===== config.mk =====
export PLATFORM = sky130hd
export DESIGN_NAME = mmio_window_decoder
export DESIGN_NICKNAME = d
export VERILOG_FILES = /design/src/rtl/mmio_win_pkg.sv /design/src/rtl/mmio_win_ctrl.sv /design/src/rtl/mmio_win_datapath.sv /design/src/rtl/mmio_window_decoder.sv
export SDC_FILE = /design/constraint.sdc
export NUM_CORES = 1
export LEC_CHECK = 0
export BUFFER_PORTS_ARGS = -buffer_cell sky130_fd_sc_hd__buf_2
export CORE_MARGIN = 2
export CORE_UTILIZATION = 43
export DETAILED_ROUTE_END_ITERATION = 10
export PLACE_DENSITY = 0.63
export SYNTH_ARGS = -nofsm -noshare
export SYNTH_HDL_FRONTEND = slang
export SYNTH_SLANG_ARGS = --single-unit

===== constraint.sdc =====
create_clock -name clk -period 3.7 [get_ports clk]
set_input_delay 0.185 -clock clk [delete_from_list [all_inputs] [get_ports clk]]
set_output_delay 0.185 -clock clk [all_outputs]
set_load 0.02 [all_outputs]

===== src/rtl/mmio_win_pkg.sv =====
package mmio_win_pkg;

  localparam int ADDR_W       = 32;
  localparam int DATA_W       = 32;
  localparam int WIN_ADDR_W   = 21;  // 2 MB window
  localparam int SLICE_ADDR_W = 12;  // 4 KB slice
  localparam int SLICE_IDX_W  = WIN_ADDR_W - SLICE_ADDR_W;
  localparam int NUM_MOD      = 4;

  localparam logic [SLICE_ADDR_W-1:0] ID_OFFSET      = 12'hFFC;
  localparam logic [SLICE_ADDR_W-1:0] SCRATCH_OFFSET = 12'h000;
  localparam logic [DATA_W-1:0]       FILLER_WORD    = 32'hDEADABBA;

  typedef struct packed {
    logic [SLICE_IDX_W-1:0] firstSlice;
    logic [15:0]            modId;
    logic [3:0]             revMajor;
    logic [3:0]             revMinor;
    logic [7:0]             sizeCode;   // slices owned minus one
  } modDesc_t;

  localparam modDesc_t MOD_TABLE [NUM_MOD] = '{
    '{firstSlice: 9'h040, modId: 16'h0113, revMajor: 4'd0, revMinor: 4'd1, sizeCode: 8'd0},
    '{firstSlice: 9'h042, modId: 16'h010A, revMajor: 4'd1, revMinor: 4'd0, sizeCode: 8'd0},
    '{firstSlice: 9'h047, modId: 16'h0108, revMajor: 4'd2, revMinor: 4'd0, sizeCode: 8'd0},
    '{firstSlice: 9'h100, modId: 16'h2B80, revMajor: 4'd2, revMinor: 4'd0, sizeCode: 8'd1}
  };

  typedef struct packed {
    logic               rdStb;
    logic               wrStb;
    logic               inWin;
    logic               unmapped;
    logic               idSel;
    logic               scratchSel;
    logic [NUM_MOD-1:0] modSel;
  } winStrobe_t;

  function automatic logic [DATA_W-1:0] idWord(input modDesc_t d);
    return {d.modId, d.revMajor, d.revMinor, d.sizeCode};
  endfunction

endpackage


===== src/rtl/mmio_win_ctrl.sv =====
module mmio_win_ctrl
  import mmio_win_pkg::*;
#(
  parameter logic [ADDR_W-1:0] BASE_ADDR = 32'h1BE00000
) (
  input  logic [ADDR_W-1:0] busAddr,
  input  logic              busWe,
  input  logic              busRe,
  output winStrobe_t        stb
);

  localparam int CMP_W = SLICE_IDX_W + 1;

  logic                    inWin;
  logic [SLICE_IDX_W-1:0]  sliceIdx;
  logic [SLICE_ADDR_W-1:0] sliceOffs;
  logic [NUM_MOD-1:0]      modMatch;
  logic [NUM_MOD-1:0]      firstMatch;

  assign inWin     = busAddr[ADDR_W-1:WIN_ADDR_W] == BASE_ADDR[ADDR_W-1:WIN_ADDR_W];
  assign sliceIdx  = busAddr[WIN_ADDR_W-1:SLICE_ADDR_W];
  assign sliceOffs = busAddr[SLICE_ADDR_W-1:0];

  for (genvar m = 0; m < NUM_MOD; m++) begin : g_match
    localparam logic [CMP_W-1:0] LO = CMP_W'(MOD_TABLE[m].firstSlice);
    localparam logic [CMP_W-1:0] HI = LO + CMP_W'(MOD_TABLE[m].sizeCode);
    logic [CMP_W-1:0] idxWide;
    assign idxWide       = {1'b0, sliceIdx};
    assign modMatch[m]   = inWin && (idxWide >= LO) && (idxWide <= HI);
    assign firstMatch[m] = inWin && (idxWide == LO);
  end

  always_comb begin
    stb            = '0;
    stb.rdStb      = busRe;
    stb.wrStb      = busWe;
    stb.inWin      = inWin;
    stb.modSel     = modMatch;
    stb.unmapped   = inWin && (modMatch == '0);
    stb.idSel      = |firstMatch && (sliceOffs == ID_OFFSET);
    stb.scratchSel = |firstMatch && (sliceOffs == SCRATCH_OFFSET);
  end

endmodule


===== src/rtl/mmio_win_datapath.sv =====
module mmio_win_datapath
  import mmio_win_pkg::*;
(
  input  logic              clk,
  input  logic              rstN,
  input  winStrobe_t        stb,
  input  logic [DATA_W-1:0] busWdata,
  output logic [DATA_W-1:0] busRdata,
  output logic              busHit,
  output logic              busErr
);

  logic [NUM_MOD-1:0][DATA_W-1:0] scratchQ;
  logic [DATA_W-1:0]              idMux;
  logic [DATA_W-1:0]              scratchMux;
  logic [DATA_W-1:0]              rdNext;
  logic                           access;

  assign access = stb.rdStb || stb.wrStb;

  for (genvar m = 0; m < NUM_MOD; m++) begin : g_scratch
    always_ff @(posedge clk) begin
      if (!rstN)
        scratchQ[m] <= '0;
      else if (stb.wrStb && stb.scratchSel && stb.modSel[m])
        scratchQ[m] <= busWdata;
    end
  end

  always_comb begin
    idMux      = '0;
    scratchMux = '0;
    for (int m = 0; m < NUM_MOD; m++) begin
      if (stb.modSel[m]) begin
        idMux      = idMux | idWord(MOD_TABLE[m]);
        scratchMux = scratchMux | scratchQ[m];
      end
    end
  end

  always_comb begin
    rdNext = '0;
    if (stb.rdStb && stb.inWin) begin
      if (stb.unmapped)        rdNext = FILLER_WORD;
      else if (stb.idSel)      rdNext = idMux;
      else if (stb.scratchSel) rdNext = scratchMux;
    end
  end

  always_ff @(posedge clk) begin
    if (!rstN) begin
      busRdata <= '0;
      busHit   <= 1'b0;
      busErr   <= 1'b0;
    end else begin
      busRdata <= rdNext;
      busHit   <= access && stb.inWin;
      busErr   <= access && stb.unmapped;
    end
  end

  // at most one module owns a slice
  a_r1_single_owner: assert property (@(posedge clk) disable iff (!rstN)
    $onehot0(stb.modSel));

  // requests outside the window are not claimed
  a_r1_outside_quiet: assert property (@(posedge clk) disable iff (!rstN)
    (access && !stb.inWin) |=> (!busHit && !busErr && busRdata == '0));

  // unowned slice reads give the filler word and flag an error
  a_r6_filler: assert property (@(posedge clk) disable iff (!rstN)
    (stb.rdStb && stb.unmapped) |=> (busRdata == FILLER_WORD && busErr));

  // an error always comes with a hit
  a_r6_err_with_hit: assert property (@(posedge clk) disable iff (!rstN)
    busErr |-> busHit);

  // ignored writes leave every scratch register alone
  a_r8_write_ignored: assert property (@(posedge clk) disable iff (!rstN)
    (stb.wrStb && (stb.unmapped || stb.idSel || !stb.inWin)) |=> $stable(scratchQ));

endmodule


===== src/rtl/mmio_window_decoder.sv =====
module mmio_window_decoder
  import mmio_win_pkg::*;
#(
  parameter logic [31:0] BASE_ADDR = 32'h1BE00000
) (
  input  logic        clk,
  input  logic        rstN,
  input  logic [31:0] busAddr,
  input  logic [31:0] busWdata,
  input  logic        busWe,
  input  logic        busRe,
  output logic [31:0] busRdata,
  output logic        busHit,
  output logic        busErr
);

  winStrobe_t stb;

  mmio_win_ctrl #(.BASE_ADDR(BASE_ADDR)) i_ctrl (
    .busAddr (busAddr),
    .busWe   (busWe),
    .busRe   (busRe),
    .stb     (stb)
  );

  mmio_win_datapath i_datapath (
    .clk      (clk),
    .rstN     (rstN),
    .stb      (stb),
    .busWdata (busWdata),
    .busRdata (busRdata),
    .busHit   (busHit),
    .busErr   (busErr)
  );

endmodule


== Word level (Yosys, flattened, before mapping) ==
Index checks and enable logic that the tools add are counted.

* Order comparisons: 8
* Eq/ne operators: 6
* Bitwise operators: 5
* Multiplexer cells: 11
* Reductions and logical operators: 29

{| class="wikitable"
|+ Operators by type and width
! cell !! number
|-
| $mux 32 || 7
|-
| $or 32x32->32 || 3
|-
| $mux 25 || 3
|-
| $mux 30 || 1
|-
| $eq 9x7->1 const B || 3
|-
| $ge 9x7->1 const B || 3
|-
| $le 9x7->1 const B || 3
|-
| $logic_and 1x1->1 || 23
|-
| $eq 12x12->1 const B || 1
|-
| $logic_not 12->1 || 1
|-
| $eq 11x8->1 const B || 1
|-
| $eq 9x9->1 const B || 1
|-
| $ge 9x9->1 const B || 1
|-
| $le 9x9->1 const B || 1
|-
| $logic_not 4->1 || 1
|-
| $reduce_or 4->1 || 1
|-
| $reduce_or 3->1 || 1
|-
| $not 1->1 || 2
|-
| $reduce_and 2->1 || 1
|-
| $logic_or 1x1->1 || 1
|}

* Output and inout port bits: 34
* Bits of input ports: 68
* Register bits: 162
* Logic and storage cells: 67

== Logic depth before layout (Yosys ltp) ==
Gate-level depths: netlist of run 1.

* Depth after elaboration: 13
* Gate-level depth with buffers: 10
* Depth with buffers taken out: 6

== Modules after synthesis ==
A second synthesis of run 1 with hierarchy kept.

* Cell total of the unflattened synthesis: 778
* Area, all modules: 6829.0 µm²

{| class="wikitable"
|+ Modules (own cells, without submodules)
! module !! seq. area each (µm²) !! instances !! area an instance (µm²) !! cells each
|-
| mmio_win_datapath || 3243.1 || 1 || 6548.8 || 742
|-
| mmio_win_ctrl || 0.0 || 1 || 280.3 || 36
|}

== Least setup slack after synthesis of run 1 ==
Ideal clock, no wire load.

* Path kind: input to register
* From: input port busAddr[13]
* To: register i_datapath.scratchQ[110] (netlist name)
* Arrival time: 1796 ps
* Setup time: 122 ps
* Setup slack: 1782 ps
* Cell stages on the path: 10
* Data required time: 3578 ps
* Path through: buf_2 > nor4_2 > and2_1 > buf_4 > nand2_1 > or3_1 > clkbuf_1 > buf_2 > nand2_1 > a21boi_0

* Word-level cells in the longest chain between the ends: 6
* Elaborated cells on any way between the ends: 16
* Classes of those cells: 2 x order compare; 4 x eq/ne; 10 x reduce/logical

{| class="wikitable"
|+ Ends and longest elaborated chain
! what !! RTL line !! text
|-
| start: declaration || mmio_window_decoder.sv:8 || <nowiki>input logic [31:0] busAddr,</nowiki>
|-
| branches (longest 5 deep; another with $ge 9x9->1) || - ||
|-
| $logic_and 1x1->1 (*) || mmio_win_datapath.sv:25 || <nowiki>else if (stb.wrStb && stb.scratchSel && stb.modSel[m])</nowiki>
|-
| end signal: indexed assignment || mmio_win_datapath.sv:26 || <nowiki>scratchQ[m] <= busWdata;</nowiki>
|-
| end: declaration || mmio_win_datapath.sv:13 || <nowiki>logic [NUM_MOD-1:0][DATA_W-1:0] scratchQ;</nowiki>
|}

Every way passes the cells marked *.
A chain may end at the register's enable or synchronous reset.

== Final worst setup path of run 1 ==
* From: input port busAddr[17]
* To: register i_datapath.busRdata[16]

* Word-level cells in the longest chain between the ends: 13
* Elaborated cells on any way between the ends: 43
* Classes of those cells: 8 x order compare; 4 x eq/ne; 11 x mux; 3 x bitwise; 17 x reduce/logical

{| class="wikitable"
|+ Ends and longest elaborated chain
! what !! RTL line !! text
|-
| $ge 9x7->1 || mmio_win_ctrl.sv:29 || <nowiki>assign modMatch[m] = inWin && (idxWide >= LO) && (idxWide <= HI);</nowiki>
|-
| $logic_and 1x1->1 (2 in series) || mmio_win_ctrl.sv:29 ||
|-
| $mux 32 || mmio_win_datapath.sv:34 || <nowiki>if (stb.modSel[m]) begin</nowiki>
|-
| $or 32x32->32 || mmio_win_datapath.sv:36 || <nowiki>scratchMux = scratchMux | scratchQ[m];</nowiki>
|-
| $mux 32 || mmio_win_datapath.sv:34 ||
|-
| $or 32x32->32 || mmio_win_datapath.sv:36 ||
|-
| $mux 32 || mmio_win_datapath.sv:34 ||
|-
| $or 32x32->32 || mmio_win_datapath.sv:36 ||
|-
| $mux 32 || mmio_win_datapath.sv:34 ||
|-
| $mux 32 || mmio_win_datapath.sv:46 || <nowiki>else if (stb.scratchSel) rdNext = scratchMux;</nowiki>
|-
| $mux 32 || mmio_win_datapath.sv:45 || <nowiki>else if (stb.idSel) rdNext = idMux;</nowiki>
|-
| $mux 32 (*) || mmio_win_datapath.sv:44 || <nowiki>if (stb.unmapped) rdNext = FILLER_WORD;</nowiki>
|-
| end signal: assignment || mmio_win_datapath.sv:56 || <nowiki>busRdata <= rdNext;</nowiki>
|-
| end: declaration || mmio_win_datapath.sv:8 || <nowiki>output logic [DATA_W-1:0] busRdata,</nowiki>
|}

Every way passes the cells marked *; elsewhere a longest branch is shown, timed or not.

==> impl_metrics.prom, run 1 <==
# TYPE chip_impl_metric gauge
chip_impl_info{name="outcome",value="finished, final reports clean"} 1
chip_impl_metric{name="syn_avg_cell_area",unit="um2"} 8.61
chip_impl_metric{name="number_of_antenna_violations_at_the_first_check_in_global_routing",unit=""} 0
chip_impl_metric{name="post_cts_hold_buffer_count",unit=""} 0
chip_impl_metric{name="drt.antenna.violating_nets",unit=""} 0
chip_impl_info{name="top_layer_used",value="met4"} 1
chip_impl_metric{name="slew_headroom",unit=""} 0.301
chip_impl_metric{name="async_reset_ff_frac",unit=""} 0
chip_impl_metric{name="hold_viol_final",unit=""} 0
chip_impl_metric{name="max_slew.worst_pin.slew",unit="ns"} 1.05
chip_impl_metric{name="seq_power_share",unit=""} 0.482
chip_impl_metric{name="synth_top_cell_area_share",unit=""} 0.476
chip_impl_info{name="rsz0062_at_grt",value="no"} 1
chip_impl_metric{name="setup_viol",unit=""} 0
chip_impl_info{name="top_area_cells_in_the_synthesized_netlist",value="dfxtp_1, nand2_1, a21boi_0"} 1
chip_impl_metric{name="met2WireLength",unit="um"} 8850
chip_impl_metric{name="route.vias.total",unit=""} 5987
chip_impl_metric{name="maximum_frequency_from_static_timing_analysis",unit="MHz"} 416
chip_impl_metric{name="drive_above_1_share",unit=""} 0.184
chip_impl_metric{name="yosysSeqAreaShare",unit=""} 0.476
chip_impl_metric{name="synth.yosys.warnings",unit=""} 0
chip_impl_metric{name="fin_cells",unit=""} 1092
chip_impl_metric{name="clkSlewWorstSetupHoldPaths",unit="ns"} 0.06
chip_impl_metric{name="row_count",unit=""} 46
chip_impl_metric{name="cts.htree.levels",unit=""} 4
chip_impl_metric{name="power_density",unit="nW/um2"} 453
chip_impl_metric{name="number_of_buffers_created_by_cts",unit=""} 17
chip_impl_metric{name="cts_repair_resize_count",unit=""} 0
chip_impl_metric{name="drt-vias-per-instance",unit=""} 5.48
chip_impl_metric{name="timing.final.crit_period",unit="ns"} 2.40
chip_impl_metric{name="die-area",unit="um2"} 16900
chip_impl_metric{name="drv_cap",unit=""} 0
chip_impl_metric{name="ratio_of_final_minimum_period_to_clock_period",unit=""} 0.650
chip_impl_info{name="clk_root_buffer_cell",value="clkbuf_16"} 1
chip_impl_metric{name="post_synth_instance_area",unit="um2"} 6810
chip_impl_metric{name="power.clock.fraction",unit=""} 0.486
chip_impl_metric{name="num_io_pins",unit=""} 102
chip_impl_metric{name="drt-initial-drc-count",unit=""} 462
chip_impl_metric{name="crit_arrival",unit="ns"} 2.73
chip_impl_info{name="setup.worst_path.class",value="primary input to register"} 1
chip_impl_metric{name="p_leak",unit="nW"} 2.79
chip_impl_metric{name="switchingPower",unit="uW"} 758
chip_impl_metric{name="initial_core_utilization",unit=""} 0.435
chip_impl_metric{name="swShare",unit=""} 0.210
chip_impl_metric{name="first_global_vias",unit=""} 5620
chip_impl_metric{name="wl_met3",unit="um"} 1240
chip_impl_metric{name="grt_pass1_wl",unit="um"} 30200
chip_impl_metric{name="combinationalPowerShare",unit=""} 0.032
chip_impl_metric{name="io_buffers",unit=""} 101
chip_impl_info{name="kind_of_end_point_of_the_critical_path",value="register"} 1
chip_impl_metric{name="wl_per_cell",unit="um"} 17.5
chip_impl_metric{name="netlist_instances",unit=""} 791
chip_impl_metric{name="place.detailed.hpwl",unit="um"} 11000
chip_impl_metric{name="synth.net_count",unit=""} 859
chip_impl_metric{name="cts.sinks",unit=""} 162
chip_impl_info{name="ys.flop_type",value="dfxtp_1"} 1
chip_impl_metric{name="number_of_enable_flip_flop_cells_after_synthesis",unit=""} 0
chip_impl_info{name="synth_top_cell_by_area",value="dfxtp_1"} 1
chip_impl_metric{name="timing_max_transition_violations_final",unit=""} 0
chip_impl_metric{name="gp_congestion",unit=""} 0.834
chip_impl_metric{name="area_delta_synth_final",unit="%"} 17.2
chip_impl_metric{name="ys_ff_latch",unit=""} 162
chip_impl_metric{name="p_int",unit="mW"} 2.86
chip_impl_metric{name="worstSkewPairLatency",unit="ns"} 0.42
chip_impl_metric{name="remaining_drc_errors",unit=""} 0
chip_impl_metric{name="post_synth_num_cell_types",unit=""} 54
chip_impl_metric{name="cts_setup_buffers",unit=""} 0
chip_impl_metric{name="max-vdd-ir-drop",unit="mV"} 0.334
chip_impl_metric{name="worst_clk_skew",unit="ns"} 0.00684
chip_impl_metric{name="chipHeight",unit="um"} 130
chip_impl_metric{name="maximum_number_of_pins_on_one_net_before_global_route_repair",unit=""} 121
chip_impl_info{name="startpoint_type",value="primary input"} 1
chip_impl_metric{name="grt_util_all_layers",unit=""} 0.234
chip_impl_metric{name="drt_first_pass_iters",unit=""} 5
chip_impl_metric{name="fp.coreArea",unit="um2"} 15700
chip_impl_metric{name="wl",unit="um"} 19100
chip_impl_metric{name="number_of_diodes",unit=""} 0
chip_impl_metric{name="max-clock-path-buffers",unit=""} 2
chip_impl_metric{name="num-nets-final",unit=""} 931
chip_impl_metric{name="global_route.overflow_total",unit=""} 0
chip_impl_metric{name="floorplan.die.width",unit="um"} 130
chip_impl_metric{name="met1_length",unit="um"} 8680
chip_impl_info{name="min_path_type",value="primary input to register"} 1
chip_impl_metric{name="critical_path_rt",unit="ns"} 4.02
chip_impl_metric{name="critPathMaxFanout",unit=""} 27
chip_impl_info{name="cts_tree",value="done"} 1
chip_impl_metric{name="final.setup.tns",unit="ns"} 0
chip_impl_metric{name="place.detailed.instances",unit=""} 1060
-- stage by stage --
step | utilization | instance area (um2) | power [mW] | hold slack (ns) | setup slack [ns]
after floorplan | - | 6810 | 1.83 | 0.324 | 1.78
after global placement | 0.472 | 7390 | 1.90 | 0.437 | 0.897
after detailed placement | 0.472 | 7390 | 1.90 | 0.441 | 0.885
after CTS | 0.510 | 7980 | 3.64 | 0.0252 | 1.35
after global routing | 0.510 | 7980 | 3.74 | 0.0361 | 1.18
final | 0.510 | 7980 | 3.62 | 0.0399 | 1.30
-- final cells by class --
| class | count | area, um2 |
|---|---|---|
| multi-input combinational | 563 | 3230 |
| tap | 216 | 270 |
| clock inverter | 8 | 101 |
| clock buffer | 24 | 492 |
| sequential | 162 | 3240 |
| fill | 1536 | 7670 |
| timing repair buffer | 118 | 646 |
| inverter | 1 | 3.75 |
-- layer usage --
layer	vias up	track usage
li1	2884	-
met1	2847	0.310
met2	228	0.379
met3	28	0.0492
met4	0	0.0822
met5	-	0
-- critical path: stages --
cell and delay [ns]:
buf_2 0.12, nor4b_1 0.62, and2_1 0.51, o21a_1 0.19
o211a_1 0.24, nand2_2 0.45, o21bai_1 0.40
-- kinds of logic (layout without fill, tap and decap cells) --
logic type	after synthesis	in the layout	share of synthesized area
AO/OA/AOI/OAI	233	233	0.262
AND/OR/NAND/NOR	328	328	0.208
buffers and inverters	66	151	0.0512
flip-flops	162	162	0.476
multiplexers	2	2	0.00294
-- cells in the mapped netlist, types with 6 or more instances --
master,number
nand2_1,271
dfxtp_1,162
a21boi_0,73
a21boi_1,57
clkbuf_1,29
buf_2,24
a22o_1,22
a221oi_1,20
o22ai_1,14
a21oi_1,10
a222oi_1,8
o21ai_0,8
o21bai_1,7
buf_4,6
-- power by group through the flow --
| stage | clock network, mW | logic (mW) | registers (mW) |
|---|---|---|---|
| 6_report | 1.76 | 0.116 | 1.74 |
| 5_1_grt | 1.87 | 0.124 | 1.74 |
| 4_1_cts | 1.78 | 0.116 | 1.74 |
| 3_5_place_dp | 0 | 0.115 | 1.78 |
| 3_3_place_gp | 0 | 0.116 | 1.78 |
| 2_1_floorplan | 0 | 0.0436 | 1.78 |
-- worst paths after layout --
| path | slack (ns) | from | depth (start not counted) | to |
|---|---|---|---|---|
| worst max-delay path | 1.30 | busAddr[17] | 7 | i_datapath.busRdata[16] |
| worst min-delay path | 0.04 | busWdata[21] | 3 | i_datapath.scratchQ[21] |
| worst max register to register | 2.49 | i_datapath.scratchQ[99] | 3 | i_datapath.busRdata[3] |
| worst min register to register | 0.45 | i_datapath.scratchQ[47] | 2 | i_datapath.scratchQ[47] |
-- placed cells by master, fill, tap and decap left out, drive strengths merged, types with 10 or more instances in the layout --
cell type  instances
nand2            272
dfxtp            162
a21boi           130
buf              118
clkbuf            24
a22o              22
a221oi            21
o22ai             14
a21oi             11
o21ai             10
-- sequential cells by signal, indices dropped and copies added, names as in the netlist --
signal,count
i_datapath.busErr,1
i_datapath.busHit,1
i_datapath.scratchQ,128
i_datapath.busRdata,32
Note: power is estimated with default switching activity, not from simulation.
==> run 2, diff against run 1 <==
- PLACE_DENSITY: 0.63 -> 0.65
- clock period: 3.7 -> 2.2 ns (I/O delays scaled with it)
==> impl_metrics.prom, run 2 (synthesis results as in run 1) <==
# TYPE chip_impl_metric gauge
chip_impl_info{name="path_cells",value="buf_2, or4b_4, a2111oi_0, buf_4, or2_0, buf_12, a21oi_2, o21bai_1"} 1
chip_impl_info{name="worstHoldStart",value="busWe"} 1
chip_impl_info{name="worstReg2RegStart",value="i_datapath.scratchQ[67]"} 1
chip_impl_info{name="min_path_type",value="primary input to register"} 1
chip_impl_metric{name="max_slew.worst_pin.slew",unit="ns"} 0.793
chip_impl_metric{name="gp_congestion",unit=""} 0.837
chip_impl_metric{name="initial_core_utilization",unit=""} 0.435
chip_impl_metric{name="slew_headroom",unit=""} 0.471
chip_impl_metric{name="number_of_diodes",unit=""} 0
chip_impl_metric{name="cts_setup_buffers",unit=""} 0
chip_impl_metric{name="first_global_vias",unit=""} 5789
chip_impl_metric{name="worst_clk_skew",unit="ns"} 0.00844
chip_impl_metric{name="ratio_of_final_minimum_period_to_clock_period",unit=""} 0.792
chip_impl_metric{name="post_cts_hold_buffer_count",unit=""} 34
chip_impl_metric{name="die-area",unit="um2"} 16900
chip_impl_info{name="clk_root_buffer_cell",value="clkbuf_16"} 1
chip_impl_metric{name="chipHeight",unit="um"} 130
chip_impl_info{name="kind_of_end_point_of_the_critical_path",value="register"} 1
chip_impl_metric{name="area_delta_synth_final",unit="%"} 27.8
chip_impl_metric{name="combinationalPowerShare",unit=""} 0.039
chip_impl_metric{name="cp_slowest_stage_delay",unit="ns"} 0.58
chip_impl_info{name="rsz0062_at_grt",value="no"} 1
chip_impl_metric{name="maximum_number_of_pins_on_one_net_before_global_route_repair",unit=""} 95
chip_impl_info{name="mostFrequentLayoutCells",value="nand2_1, dfxtp_1, buf_2, a21boi_0, a21boi_1"} 1
chip_impl_metric{name="global_route.overflow_total",unit=""} 0
chip_impl_metric{name="fp.coreArea",unit="um2"} 15700
chip_impl_metric{name="swShare",unit=""} 0.207
chip_impl_metric{name="maximum_frequency_from_static_timing_analysis",unit="MHz"} 574
chip_impl_metric{name="critPathBufInv",unit=""} 3
chip_impl_info{name="startpoint_type",value="primary input"} 1
chip_impl_metric{name="critPathMaxFanout",unit=""} 12
chip_impl_info{name="cpLargestDelayFamily",value="simple AND/OR/NAND/NOR gates"} 1
chip_impl_metric{name="grt_pass1_wl",unit="um"} 30500
chip_impl_metric{name="timing.hold.ws",unit="ns"} 0.0613
chip_impl_metric{name="cts_repair_resize_count",unit=""} 0
chip_impl_metric{name="cts.sinks",unit=""} 162
chip_impl_info{name="layout_commonest_cell",value="nand2_1"} 1
chip_impl_metric{name="io_buffers",unit=""} 101
chip_impl_info{name="outcome",value="finished, final reports clean"} 1
chip_impl_metric{name="place.detailed.hpwl",unit="um"} 12100
chip_impl_metric{name="route.vias.total",unit=""} 6211
chip_impl_metric{name="clkSlewWorstSetupHoldPaths",unit="ns"} 0.06
chip_impl_metric{name="p_int",unit="mW"} 5.02
chip_impl_metric{name="wl_per_cell",unit="um"} 16.8
chip_impl_metric{name="drt_first_pass_iters",unit=""} 5
chip_impl_metric{name="timing.final.crit_period",unit="ns"} 1.74
chip_impl_metric{name="remaining_drc_errors",unit=""} 0
chip_impl_info{name="timing.hold.worst_endpoint",value="i_datapath.busHit"} 1
chip_impl_metric{name="worstSkewPairLatency",unit="ns"} 0.43
chip_impl_metric{name="grt_util_all_layers",unit=""} 0.234
chip_impl_metric{name="max-vdd-ir-drop",unit="mV"} 0.616
chip_impl_info{name="worst_path_max_delay_cell",value="or4b_4"} 1
chip_impl_metric{name="drt-vias-per-instance",unit=""} 5.36
chip_impl_metric{name="crit_arrival",unit="ns"} 2.06
chip_impl_metric{name="p_leak",unit="nW"} 3.16
chip_impl_metric{name="num-nets-final",unit=""} 997
chip_impl_metric{name="largest_reg_flops",unit=""} 128
chip_impl_metric{name="setup_viol",unit=""} 0
chip_impl_metric{name="total_power",unit="mW"} 6.33
chip_impl_info{name="setup.worst_path.class",value="primary input to register"} 1
chip_impl_metric{name="cts.htree.levels",unit=""} 4
chip_impl_metric{name="drt-initial-drc-count",unit=""} 434
chip_impl_metric{name="reg2regPathDepth",unit=""} 3
chip_impl_info{name="cts_tree",value="done"} 1
chip_impl_metric{name="wl",unit="um"} 19500
chip_impl_metric{name="drt.antenna.violating_nets",unit=""} 0
chip_impl_metric{name="switchingPower",unit="mW"} 1.31
chip_impl_metric{name="number_of_buffers_created_by_cts",unit=""} 17
chip_impl_info{name="top_regs",value="i_datapath.scratchQ (128), i_datapath.busRdata (32)"} 1
chip_impl_metric{name="drive_above_1_share",unit=""} 0.208
chip_impl_metric{name="reg2reg_slack",unit="ns"} 1.03
chip_impl_metric{name="number_of_antenna_violations_at_the_first_check_in_global_routing",unit=""} 0
chip_impl_metric{name="final.setup.tns",unit="ns"} 0
chip_impl_info{name="largest_register",value="i_datapath.scratchQ"} 1
chip_impl_metric{name="max-clock-path-buffers",unit=""} 2
chip_impl_metric{name="floorplan.die.width",unit="um"} 130
chip_impl_metric{name="timing_max_transition_violations_final",unit=""} 0
chip_impl_metric{name="seq_power_share",unit=""} 0.463
chip_impl_metric{name="row_count",unit=""} 46
chip_impl_info{name="crit-reg2reg-capture",value="i_datapath.busRdata[3]"} 1
chip_impl_metric{name="critical_path_rt",unit="ns"} 2.52
chip_impl_metric{name="num_io_pins",unit=""} 102
chip_impl_metric{name="power_density",unit="nW/um2"} 727
chip_impl_metric{name="drv_cap",unit=""} 0
chip_impl_metric{name="min_delay_path_depth",unit=""} 3
chip_impl_metric{name="hold_viol_final",unit=""} 0
chip_impl_metric{name="power.clock.fraction",unit=""} 0.498
## run 2: changes by cell type in the layout (fill, tap and decap cells not counted), sizes merged
cell and delta:
dlygate4sd3 +34, clkinv +6, bufinv +2, clkinvlp -3
clkbuf -5, buf +32
## run 2: through the flow
step                      cells  setup slack [ns]  instance area [um2]  utilization
after floorplan             791             0.357                 6810            -
after global placement     1092            0.0828                 7730        0.494
after detailed placement   1092            0.0281                 7730        0.494
after CTS                  1158             0.480                 8710        0.556
after global routing       1158             0.336                 8710        0.556
final                      1158             0.459                 8710        0.556
## run 2: final cells by class
| class | count | area, um2 |
|---|---|---|
| Fill cell | 1498 | 6950 |
| Timing Repair Buffer | 184 | 1330 |
| Clock buffer | 19 | 453 |
| Sequential cell | 162 | 3240 |
| Tap cell | 216 | 270 |
| Multi-Input combinational cell | 563 | 3230 |
| Clock inverter | 13 | 184 |
| Inverter | 1 | 3.75 |
## run 2: power groups by stage
stage	Clock (mW)	Sequential [mW]	Combinational (mW)
after CTS	3.20	2.93	0.244
final	3.15	2.93	0.246
after global placement	0	3.00	0.198
after global routing	3.32	2.93	0.263
after floorplan	0	3.00	0.0733
after detailed placement	0	3.00	0.197
## run 2: worst reg2reg max path, stage by stage, from the launching register on
cell      delay, ns
dfxtp_1        0.32
a222oi_1       0.32
a21boi_0       0.27
o22ai_1        0.13
## run 2: how the worst max path moves through the flow
| stage | cells past startpoint | startpoint | endpoint | slack, ns |
|---|---|---|---|---|
| finish | 8 | busAddr[17] | i_datapath.busRdata[27] | 0.46 |
| global route | 8 | busAddr[17] | i_datapath.busRdata[25] | 0.34 |
| CTS | 8 | busAddr[17] | i_datapath.busRdata[23] | 0.48 |
| detailed placement | 8 | busAddr[17] | i_datapath.busRdata[27] | 0.03 |
| global placement | 8 | busAddr[17] | i_datapath.busRdata[19] | 0.08 |
| floorplan | 10 | busAddr[13] | i_datapath.scratchQ[110] | 0.36 |
## run 2: routing by layer
metal / vias to the layer above / track usage / share of wire
met3: 34 / 0.0369 / 0.050
met4: 0 / 0.0879 / 0.020
met5: - / 0 / 0
li1: 3014 / - / -
met2: 196 / 0.387 / 0.47
met1: 2967 / 0.310 / 0.46
==> run 3, diff against run 2 <==
- clock period: 2.2 -> 1.5 ns (I/O delays scaled with it)
==> impl_metrics.prom, run 3 (synthesis results as in run 1) <==
# TYPE chip_impl_metric gauge
chip_impl_info{name="mostFrequentLayoutCells",value="nand2_1, dfxtp_1, a21boi_1, buf_2, buf_4"} 1
chip_impl_info{name="setup.worst_path.class",value="primary input to register"} 1
chip_impl_metric{name="num_io_pins",unit=""} 102
chip_impl_metric{name="reg2regPathDepth",unit=""} 3
chip_impl_metric{name="chipHeight",unit="um"} 130
chip_impl_metric{name="grt_util_all_layers",unit=""} 0.248
chip_impl_metric{name="drt-vias-per-instance",unit=""} 5.39
chip_impl_metric{name="floorplan.die.width",unit="um"} 130
chip_impl_metric{name="drt-initial-drc-count",unit=""} 506
chip_impl_metric{name="first_global_vias",unit=""} 6104
chip_impl_metric{name="grt_pass1_wl",unit="um"} 32200
chip_impl_metric{name="cts.htree.levels",unit=""} 4
chip_impl_info{name="outcome",value="complete, but fails checks"} 1
chip_impl_metric{name="combinationalPowerShare",unit=""} 0.045
chip_impl_metric{name="wl",unit="um"} 22000
chip_impl_metric{name="clkSlewWorstSetupHoldPaths",unit="ns"} 0.07
chip_impl_metric{name="power_density",unit="nW/um2"} 949
chip_impl_metric{name="io_buffers",unit=""} 101
chip_impl_metric{name="num-nets-final",unit=""} 1054
chip_impl_metric{name="row_count",unit=""} 46
chip_impl_metric{name="drv_cap",unit=""} 0
chip_impl_metric{name="setup_viol",unit=""} 17
chip_impl_metric{name="die-area",unit="um2"} 16900
chip_impl_metric{name="cp_slowest_stage_delay",unit="ns"} 0.58
chip_impl_info{name="path_cells",value="buf_6, or4b_4, nor4_4, and2_4, buf_12, buf_6, o211ai_4, a21oi_2, o21bai_1"} 1
chip_impl_metric{name="critPathMaxFanout",unit=""} 6
chip_impl_info{name="critical-path-top-cell-by-count",value="buf_6"} 1
chip_impl_metric{name="seq_power_share",unit=""} 0.466
chip_impl_info{name="layout_commonest_cell",value="nand2_1"} 1
chip_impl_metric{name="max-vdd-ir-drop",unit="mV"} 1.10
chip_impl_metric{name="max_slew.worst_pin.slew",unit="ns"} 0.611
chip_impl_metric{name="worst_clk_skew",unit="ns"} 0.00671
chip_impl_info{name="top_regs",value="i_datapath.scratchQ (128), i_datapath.busRdata (32)"} 1
chip_impl_metric{name="wl_per_cell",unit="um"} 18.1
chip_impl_metric{name="number_of_diodes",unit=""} 0
chip_impl_info{name="worst_path_max_delay_cell",value="or4b_4"} 1
chip_impl_metric{name="gp_congestion",unit=""} 0.893
chip_impl_info{name="startpoint_type",value="primary input"} 1
chip_impl_metric{name="timing_max_transition_violations_final",unit=""} 0
chip_impl_metric{name="remaining_drc_errors",unit=""} 0
chip_impl_metric{name="drt.antenna.violating_nets",unit=""} 0
chip_impl_metric{name="number_of_buffers_created_by_cts",unit=""} 17
chip_impl_metric{name="max-clock-path-buffers",unit=""} 2
chip_impl_metric{name="number_of_antenna_violations_at_the_first_check_in_global_routing",unit=""} 0
chip_impl_metric{name="route.vias.total",unit=""} 6545
chip_impl_metric{name="maximum_number_of_pins_on_one_net_before_global_route_repair",unit=""} 71
chip_impl_metric{name="swShare",unit=""} 0.224
chip_impl_metric{name="crit_arrival",unit="ns"} 1.91
chip_impl_metric{name="layout.core_utilization",unit=""} 0.621
chip_impl_metric{name="cts.sinks",unit=""} 162
chip_impl_info{name="rsz0062_at_grt",value="yes"} 1
chip_impl_metric{name="total_power",unit="mW"} 9.23
chip_impl_metric{name="p_int",unit="mW"} 7.16
chip_impl_metric{name="p_leak",unit="nW"} 3.72
chip_impl_info{name="min_path_type",value="primary input to register"} 1
chip_impl_metric{name="fp.coreArea",unit="um2"} 15700
chip_impl_metric{name="drive_above_1_share",unit=""} 0.321
chip_impl_info{name="clk_root_buffer_cell",value="clkbuf_16"} 1
chip_impl_metric{name="critical_path_rt",unit="ns"} 1.86
chip_impl_metric{name="largest_reg_flops",unit=""} 128
chip_impl_metric{name="timing.final.crit_period",unit="ns"} 1.55
chip_impl_metric{name="switchingPower",unit="mW"} 2.06
chip_impl_info{name="violations",value="negative setup slack"} 1
chip_impl_metric{name="ratio_of_final_minimum_period_to_clock_period",unit=""} 1.03
chip_impl_metric{name="min_delay_path_depth",unit=""} 3
chip_impl_info{name="largest_register",value="i_datapath.scratchQ"} 1
chip_impl_metric{name="hold_viol_final",unit=""} 0
chip_impl_metric{name="global_route.overflow_total",unit=""} 0
chip_impl_metric{name="maximum_frequency_from_static_timing_analysis",unit="MHz"} 646
chip_impl_metric{name="area_delta_synth_final",unit="%"} 42.7
chip_impl_metric{name="place.detailed.hpwl",unit="um"} 13300
chip_impl_metric{name="fillCellCount",unit=""} 1350
chip_impl_metric{name="slew_headroom",unit=""} 0.593
chip_impl_metric{name="power.clock.fraction",unit=""} 0.489
chip_impl_metric{name="worstSkewPairLatency",unit="ns"} 0.43
chip_impl_metric{name="initial_core_utilization",unit=""} 0.435
chip_impl_info{name="cts_tree",value="done"} 1
chip_impl_metric{name="fin_ws",unit="ns"} -0.0471
chip_impl_info{name="kind_of_end_point_of_the_critical_path",value="register"} 1
chip_impl_metric{name="drt_first_pass_iters",unit=""} 6
==> run 3: cell count changes in the layout (fill, tap and decap cells not counted), moves of 9 or more <==
cell      change
buf_4        +31
a21boi_0     -68
a21boi_2     +10
nand2_1      -32
buf_6        +12
a21boi_1     +58
nand2_4       +9
nand2_2      +23
==> run 3: worst paths after layout <==
check / from / to / slack, ns
setup / recovery: busAddr[17] / i_datapath.busRdata[27] / -0.05
hold / removal: busWe / i_datapath.busHit / 0.06
setup reg to reg: i_datapath.scratchQ[124] / i_datapath.busRdata[28] / 0.34
hold reg to reg: i_datapath.scratchQ[15] / i_datapath.scratchQ[15] / 0.45
==> run 3: routing by layer <==
layer | share of wire | GRT usage | vias to the layer above
li1 | - | - | 3148
met1 | 0.44 | 0.329 | 3122
met2 | 0.48 | 0.419 | 245
met3 | 0.063 | 0.0410 | 30
met4 | 0.017 | 0.0727 | 0
met5 | 0 | 0 | -
==> run 3: timing repair <==
action	CTS	global route
cloned	0	7
pin swaps	2	79
hold endpoints to repair	129	0
hold buffers	33	0
endpoints found under the setup margin	111	119
resized for setup	17	91
setup buffers	4	10
==> run 3: critical path: cells and delay by family <==
kind,cells,cell delay (ns)
AND/OR/NAND/NOR,3,1.07
buffers and inverters,3,0.35
AO/OA/AOI/OAI,3,0.41
==> run 3: cell type report <==
| cell class | instances | area, um2 | share of cell area |
|---|---|---|---|
| clock buffers | 18 | 429 | 0.0441 |
| clock inverters | 14 | 180 | 0.0185 |
| inverters | 1 | 3.75 | 0.000386 |
| multi-input cells | 563 | 3570 | 0.367 |
| flip-flops and latches | 162 | 3240 | 0.334 |
| well taps | 216 | 270 | 0.0278 |
| repair buffers | 241 | 2030 | 0.209 |
==> run 3: power by group through the flow <==
stage / clock network (mW) / logic (mW) / registers, mW
after floorplan: 0 / 0.116 / 4.40
after global placement: 0 / 0.323 / 4.40
after detailed placement: 0 / 0.322 / 4.40
after CTS: 4.54 / 0.392 / 4.30
after global routing: 4.73 / 0.442 / 4.30
final: 4.51 / 0.418 / 4.30
==> run 3: through the flow <==
| stage | std cells | setup slack, ns | TNS (ns) | hold WS (ns) | cell area (um2) |
|---|---|---|---|---|---|
| 2_1_floorplan | 791 | -0.262 | -19.31 | 0.210 | 6980 |
| 3_3_place_gp | 1130 | -0.572 | -69.92 | 0.354 | 8130 |
| 3_5_place_dp | 1130 | -0.547 | -72.49 | 0.360 | 8130 |
| 4_1_cts | 1199 | -0.0164 | -0.0726 | 0.0339 | 9160 |
| 5_1_grt | 1215 | -0.109 | -2.23 | 0.0801 | 9720 |
| 6_report | 1215 | -0.0471 | -0.270 | 0.0594 | 9720 |
